### config.mk
export PLATFORM = sky130hd
export DESIGN_NAME = frm_codec
export DESIGN_NICKNAME = d
export VERILOG_FILES = /design/src/rtl/frm_pkg.sv /design/src/rtl/frm_encoder.sv /design/src/rtl/frm_decoder.sv /design/src/rtl/frm_codec.sv
export SDC_FILE = /design/constraint.sdc
export NUM_CORES = 1
export LEC_CHECK = 0
export BUFFER_PORTS_ARGS = -buffer_cell sky130_fd_sc_hd__buf_2
export CAP_MARGIN = 5
export CORE_MARGIN = 10
export CORE_UTILIZATION = 55
export DETAILED_ROUTE_END_ITERATION = 8
export PLACE_DENSITY_LB_ADDON = 0.2
export SLEW_MARGIN = 5
export SYNTH_ARGS = -nofsm -noshare
export SYNTH_HDL_FRONTEND = slang
export SYNTH_SLANG_ARGS = --single-unit
### constraint.sdc
create_clock -name clk_i -period 2.77 [get_ports clk_i]
set_input_delay 0.554 -clock clk_i [delete_from_list [all_inputs] [get_ports clk_i]]
set_output_delay 0.554 -clock clk_i [all_outputs]
set_load 0.01 [all_outputs]
### src/rtl/frm_pkg.sv
package frm_pkg;
  localparam int unsigned BYTE_W = 8;
  localparam logic [BYTE_W-1:0] FLAG_B = 8'h7E;
  localparam logic [BYTE_W-1:0] ESC_B  = 8'h7D;
  localparam logic [BYTE_W-1:0] FLIP_M = 8'h20;

  typedef enum logic [1:0] {
    ENC_IDLE,
    ENC_BODY,
    ENC_ESC,
    ENC_CLOSE
  } enc_state_e;

  function automatic logic is_reserved(input logic [BYTE_W-1:0] b);
    return (b == FLAG_B) || (b == ESC_B);
  endfunction
endpackage

### src/rtl/frm_encoder.sv
module frm_encoder
  import frm_pkg::*;
#(
  parameter int unsigned W = BYTE_W
) (
  input  logic         clk_i,
  input  logic         rst_ni,
  input  logic [W-1:0] tx_data_i,
  input  logic         tx_sop_i,
  input  logic         tx_eop_i,
  input  logic         tx_valid_i,
  output logic         tx_ready_o,
  output logic [W-1:0] line_data_o,
  output logic         line_valid_o,
  input  logic         line_ready_i
);
  enc_state_e   state_q, state_d;
  logic [W-1:0] pend_q;
  logic         pend_eop_q;
  logic         resv;
  logic         take_resv;

  assign resv      = is_reserved(tx_data_i);
  assign take_resv = (state_q == ENC_BODY) && tx_valid_i && line_ready_i && resv;

  always_comb begin
    state_d      = state_q;
    line_data_o  = FLAG_B;
    line_valid_o = 1'b0;
    tx_ready_o   = 1'b0;
    unique case (state_q)
      ENC_IDLE: begin
        // bytes without a start marker are swallowed
        tx_ready_o   = !tx_sop_i;
        line_valid_o = tx_valid_i && tx_sop_i;
        if (line_valid_o && line_ready_i) state_d = ENC_BODY;
      end
      ENC_BODY: begin
        line_valid_o = tx_valid_i;
        line_data_o  = resv ? ESC_B : tx_data_i;
        tx_ready_o   = line_ready_i;
        if (tx_valid_i && line_ready_i) begin
          if (resv)          state_d = ENC_ESC;
          else if (tx_eop_i) state_d = ENC_CLOSE;
        end
      end
      ENC_ESC: begin
        line_valid_o = 1'b1;
        line_data_o  = pend_q;
        if (line_ready_i) state_d = pend_eop_q ? ENC_CLOSE : ENC_BODY;
      end
      default: begin
        line_valid_o = 1'b1;
        if (line_ready_i) state_d = ENC_IDLE;
      end
    endcase
  end

  always_ff @(posedge clk_i or negedge rst_ni) begin
    if (!rst_ni) begin
      state_q    <= ENC_IDLE;
      pend_q     <= '0;
      pend_eop_q <= 1'b0;
    end else begin
      state_q <= state_d;
      if (take_resv) begin
        pend_q     <= tx_data_i ^ FLIP_M;
        pend_eop_q <= tx_eop_i;
      end
    end
  end

  p_esc_stall_r3: assert property (@(posedge clk_i) disable iff (!rst_ni)
    line_valid_o && line_ready_i && line_data_o == ESC_B |=> !tx_ready_o && line_valid_o);

  p_esc_follow_r2: assert property (@(posedge clk_i) disable iff (!rst_ni)
    line_valid_o && line_ready_i && line_data_o == ESC_B |=>
      line_data_o != FLAG_B && line_data_o != ESC_B);

  p_line_hold_r5: assert property (@(posedge clk_i) disable iff (!rst_ni)
    line_valid_o && !line_ready_i |=> line_valid_o && $stable(line_data_o));
endmodule

### src/rtl/frm_decoder.sv
module frm_decoder
  import frm_pkg::*;
#(
  parameter int unsigned W = BYTE_W
) (
  input  logic         clk_i,
  input  logic         rst_ni,
  input  logic [W-1:0] rx_data_i,
  input  logic         rx_valid_i,
  output logic         rx_ready_o,
  output logic [W-1:0] out_data_o,
  output logic         out_sop_o,
  output logic         out_eop_o,
  output logic         out_valid_o,
  input  logic         out_ready_i,
  output logic         out_abort_o
);
  logic [W-1:0] hold_q;
  logic         hold_sop_q, hold_vld_q;
  logic         esc_q, first_q, abort_q;
  logic [W-1:0] out_q;
  logic         out_sop_q, out_eop_q, out_vld_q;
  logic         accept, is_flag, is_esc;
  logic [W-1:0] plain;

  assign rx_ready_o = !out_vld_q || out_ready_i;
  assign accept     = rx_valid_i && rx_ready_o;
  assign is_flag    = rx_data_i == FLAG_B;
  assign is_esc     = rx_data_i == ESC_B;
  assign plain      = esc_q ? (rx_data_i ^ FLIP_M) : rx_data_i;

  always_ff @(posedge clk_i or negedge rst_ni) begin
    if (!rst_ni) begin
      hold_q     <= '0;
      hold_sop_q <= 1'b0;
      hold_vld_q <= 1'b0;
      esc_q      <= 1'b0;
      first_q    <= 1'b1;
      abort_q    <= 1'b0;
      out_q      <= '0;
      out_sop_q  <= 1'b0;
      out_eop_q  <= 1'b0;
      out_vld_q  <= 1'b0;
    end else begin
      abort_q <= 1'b0;
      if (out_vld_q && out_ready_i) out_vld_q <= 1'b0;
      if (accept) begin
        if (is_flag) begin
          first_q    <= 1'b1;
          esc_q      <= 1'b0;
          hold_vld_q <= 1'b0;
          if (esc_q) begin
            abort_q <= 1'b1;  // held byte discarded
          end else if (hold_vld_q) begin
            out_q     <= hold_q;
            out_sop_q <= hold_sop_q;
            out_eop_q <= 1'b1;
            out_vld_q <= 1'b1;
          end
        end else if (is_esc && !esc_q) begin
          esc_q <= 1'b1;
        end else begin
          esc_q <= 1'b0;
          if (hold_vld_q) begin
            out_q     <= hold_q;
            out_sop_q <= hold_sop_q;
            out_eop_q <= 1'b0;
            out_vld_q <= 1'b1;
          end
          hold_q     <= plain;
          hold_sop_q <= first_q;
          hold_vld_q <= 1'b1;
          first_q    <= 1'b0;
        end
      end
    end
  end

  assign out_data_o  = out_q;
  assign out_sop_o   = out_sop_q;
  assign out_eop_o   = out_eop_q;
  assign out_valid_o = out_vld_q;
  assign out_abort_o = abort_q;

  p_out_hold_r10: assert property (@(posedge clk_i) disable iff (!rst_ni)
    out_valid_o && !out_ready_i |=>
      out_valid_o && $stable(out_data_o) && $stable(out_eop_o) && $stable(out_sop_o));

  p_abort_drop_r9: assert property (@(posedge clk_i) disable iff (!rst_ni)
    accept && is_flag && esc_q |=> out_abort_o && !hold_vld_q);

  p_close_eop_r7: assert property (@(posedge clk_i) disable iff (!rst_ni)
    accept && is_flag && !esc_q && hold_vld_q |=> out_valid_o && out_eop_o);

  p_abort_pulse_r9: assert property (@(posedge clk_i) disable iff (!rst_ni)
    out_abort_o |=> !out_abort_o);
endmodule

### src/rtl/frm_codec.sv
module frm_codec
  import frm_pkg::*;
(
  input  logic       clk_i,
  input  logic       rst_ni,
  input  logic [7:0] tx_data_i,
  input  logic       tx_sop_i,
  input  logic       tx_eop_i,
  input  logic       tx_valid_i,
  output logic       tx_ready_o,
  output logic [7:0] line_data_o,
  output logic       line_valid_o,
  input  logic       line_ready_i,
  input  logic [7:0] rx_data_i,
  input  logic       rx_valid_i,
  output logic       rx_ready_o,
  output logic [7:0] out_data_o,
  output logic       out_sop_o,
  output logic       out_eop_o,
  output logic       out_valid_o,
  input  logic       out_ready_i,
  output logic       out_abort_o
);
  frm_encoder #(.W(BYTE_W)) u_enc (
    .clk_i       (clk_i),
    .rst_ni      (rst_ni),
    .tx_data_i   (tx_data_i),
    .tx_sop_i    (tx_sop_i),
    .tx_eop_i    (tx_eop_i),
    .tx_valid_i  (tx_valid_i),
    .tx_ready_o  (tx_ready_o),
    .line_data_o (line_data_o),
    .line_valid_o(line_valid_o),
    .line_ready_i(line_ready_i)
  );

  frm_decoder #(.W(BYTE_W)) u_dec (
    .clk_i      (clk_i),
    .rst_ni     (rst_ni),
    .rx_data_i  (rx_data_i),
    .rx_valid_i (rx_valid_i),
    .rx_ready_o (rx_ready_o),
    .out_data_o (out_data_o),
    .out_sop_o  (out_sop_o),
    .out_eop_o  (out_eop_o),
    .out_valid_o(out_valid_o),
    .out_ready_i(out_ready_i),
    .out_abort_o(out_abort_o)
  );
endmodule

==> key figures <==
Status
  • Status: finished, final reports clean

Timing
  • Tmin final: 2.37 ns
  • Setup TNS: 0 ns
  • RSZ-0062 raised after global routing: no
  • Hold Worst Slack: 0.265 ns
  • Worst slew pin tran: 0.745 ns
  • Max_slew headroom: 0.503
  • Final hold violations: 0
  • Max-slew violations: 0
  • Fmax: 422 MHz
  • PnR worst setup slack: 0.402 ns
  • Final worst path period share: 0.855
  • Setup-failing EPs final: 0
  • Clock skew: between 0.009 and 0.01 ns

Setup path
  • Slowest cell delay on critical path: roughly 0.44 ns
  • Worst setup SP type: flip-flop
  • Crit. End Element: output pin
  • Worst path slowest cell: ha_1
  • Worst Path Required: 2.22 ns
  • CP delay by family, top: adder cells
  • Crit path kind: flip-flop to output pin
  • Worst EP arrival: 1.81 ns
  • Buf+Inv Stages, Crit Path: 2
  • CP max FO: 15
  • Critical path cell sequence: inv_1 -> ha_1 -> o21ai_0 -> a21boi_0 -> buf_2

Floorplanning
  • Die area: between 5000 and 6000 µm²
  • Die Wd: 75.5 µm
  • Die extent in y: 75.5 µm
  • Std cell rows: 20
  • Core region area: 3000 µm²
  • IO Pins: 47
  • Initial Utilization: 0.563

Clocking
  • Hold Buf Count CTS: 0
  • Post-CTS Resized: 0
  • Clock buffer depth: 2
  • Worst-skew pair later-pin latency: around 0.34 ns
  • Clock transition at path regs: between 0.1 and 0.15 ns
  • CTS root buffer: clkbuf_4
  • Post-CTS setup repair buffer count: 0
  • Cts bufs inserted: 5
  • TritonCTS clock tree: done
  • CTS sink count: 35
  • H-tree levels: 2

Layout
  • Nets: 219
  • Antenna cells: 0
  • Layout cells sized above 1: 0.427
  • Multi-input logic area: 769 µm²
  • # fillers: approximately 250
  • Register area: 877 µm²
  • Synthesis-to-finish area growth: 19.7%
  • Post-layout util: 0.674

Detailed routing
  • Detailed Route WL: 3560 µm
  • Iteration count of the initial detailed-routing pass: 4
  • DR vias: between 1000 and 1500
  • Routed Antenna Nets: 0
  • Vias/cell: about 5.5
  • Wire per inst: ~16 µm
  • DRC: 0
  • DRT iter0 DRCs: 47

Synthesis
  • Sequential fraction of the synthesis area: 0.518
  • Post-synth EDFFs: 0
  • Total number of yosys warnings: 0
  • Count of different cell masters after synthesis: 39
  • Post-Syn Instances: 140
  • Most used DFF post-synth: dfrtp_1
  • Yosys top cell by area: dfrtp_1
  • Synth Cell Area: 1690 µm²
  • Syn avg cell area: 12.1 µm²
  • Post-Syn Nets: 168
  • Largest cells by area after synthesis: dfrtp_1, mux2_2, mux2_4, ha_1, a22oi_1
  • FFs w/ async S/R, synth: 1.00
  • Synth top area share: 0.503
  • Register bit total from synthesis: 35

Pwr
  • PwrDens: about 800 nW/µm²
  • Leak: 0.00102 µW
  • Peak supply drop: 331 µV

Place
  • Port Buf Inserts: 46
  • Placement Setup Slack: 0.580 ns
  • Final HPWL DP: between 2000 and 3000 µm
  • Global placement routability congestion: 0.763

Hold path
  • Min-delay worst type: primary input to async pin

GRT
  • First-pass GRT wire length: approximately 5600 µm
  • Gr ovfl total: 0
  • Total Routing Usage GR: 0.131
  • Gr busiest metal: met2
  • Largest net degree at the start of global routing: 36
  • Antenna violations before repair: 0
  • Met1 Use GR: 0.141
  • M2 GR Usage: 0.220
  • Number of global-route vias before repair: 1195
  • GR Util met3: 0.0495

Run
  • Max-Cap Viols: 0
## Yosys cell counts, types with 2 or more instances
cell,n
mux2_2,13
and2_1,3
o21ai_0,7
ha_1,4
nor2_1,3
nand2b_1,5
nand2_1,12
nand3_1,6
nor2b_1,3
dfrtp_1,34
mux2_4,8
a22oi_1,6
nor3_1,2
a21oi_1,2
clkbuf_1,2
inv_1,7
## final timing paths
path	cells after the start	startpoint	to	slack (ns)
max	5	u_enc.state_q[1]	line_data_o[0]	0.40
min	1	rst_ni	u_dec.out_data_o[1]	0.27
max reg2reg	5	u_enc.state_q[1]	u_enc.pend_eop_q	0.77
min reg2reg	1	u_dec.hold_vld_q	u_dec.out_eop_o	0.48
max in group asynchronous	1	rst_ni	u_dec.out_abort_o	2.03
min in group clk_i	2	rx_data_i[4]	u_dec.hold_q[4]	0.46
## metal layers
layer,up-vias,share of wire
li1,598,-
met1,591,0.40
met2,33,0.52
met3,10,0.057
met4,0,0.025
met5,-,0
## sequential cells by signal (all words and copies together), names as in the netlist
signal	cells
u_dec.out_sop_o	1
u_dec.out_data_o	8
u_dec.hold_q	8
u_dec.out_valid_o	1
u_enc.pend_eop_q	1
u_dec.first_q	1
u_dec.hold_vld_q	1
u_dec.out_abort_o	1
u_enc.state_q	2
u_enc.pend_q	8
u_dec.esc_q	1
u_dec.hold_sop_q	1
u_dec.out_eop_o	1
## placed cells by master, fill, tap and decap left out, drive strengths merged, types with 5 or more instances in the layout
cell type  netlist  final
buf              1     47
inv              7      7
nand2           12     12
nand2b           5      5
clkbuf           2      7
a22oi            6      6
o21ai            7      7
mux2            21     21
nand3            6      6
dfrtp           34     34
## worst reg2reg max path: cells and delay by family, from the launching register on
kind / cells / cell delay [ns]
mux: 1 / 0.36
simple gates: 2 / 0.54
fa+ha+maj: 1 / 0.45
buf+inv: 1 / 0.12
flops: 1 / 0.43
## layout make-up
cell class,instances,area share
Timing Repair Buffer,47,0.117
Clock buffer,7,0.0321
Sequential cell,35,0.433
Multi-Input combinational cell,95,0.380
Clock inverter,1,0.00371
Tap cell,33,0.0204
Inverter,7,0.0130
## cell families after synthesis
kind of cell             after synthesis  share of synthesized area
AO/OA/AOI/OAI                         27                      0.117
XOR/XNOR                               2                     0.0104
adder cells (fa/ha/maj)                4                     0.0296
buffers and inverters                 10                     0.0266
flip-flops                            35                      0.518
multiplexers                          22                      0.163
AND/OR/NAND/NOR                       40                      0.135
## power by group
| part | internal [µW] | switching (µW) |
|---|---|---|
| Combinational | 303 | 367 |
| Sequential | 587 | 48.2 |
| Clock | 148 | 169 |
## through the flow
step	power, µW	instances	cell area, µm²
floorplan	1070	140	1690
global placement	1290	217	1950
detailed placement	1330	217	1950
CTS	1640	225	2020
global route	1740	225	2020
finish	1620	225	2020
No activity file was read; power rests on OpenSTA's default activity.
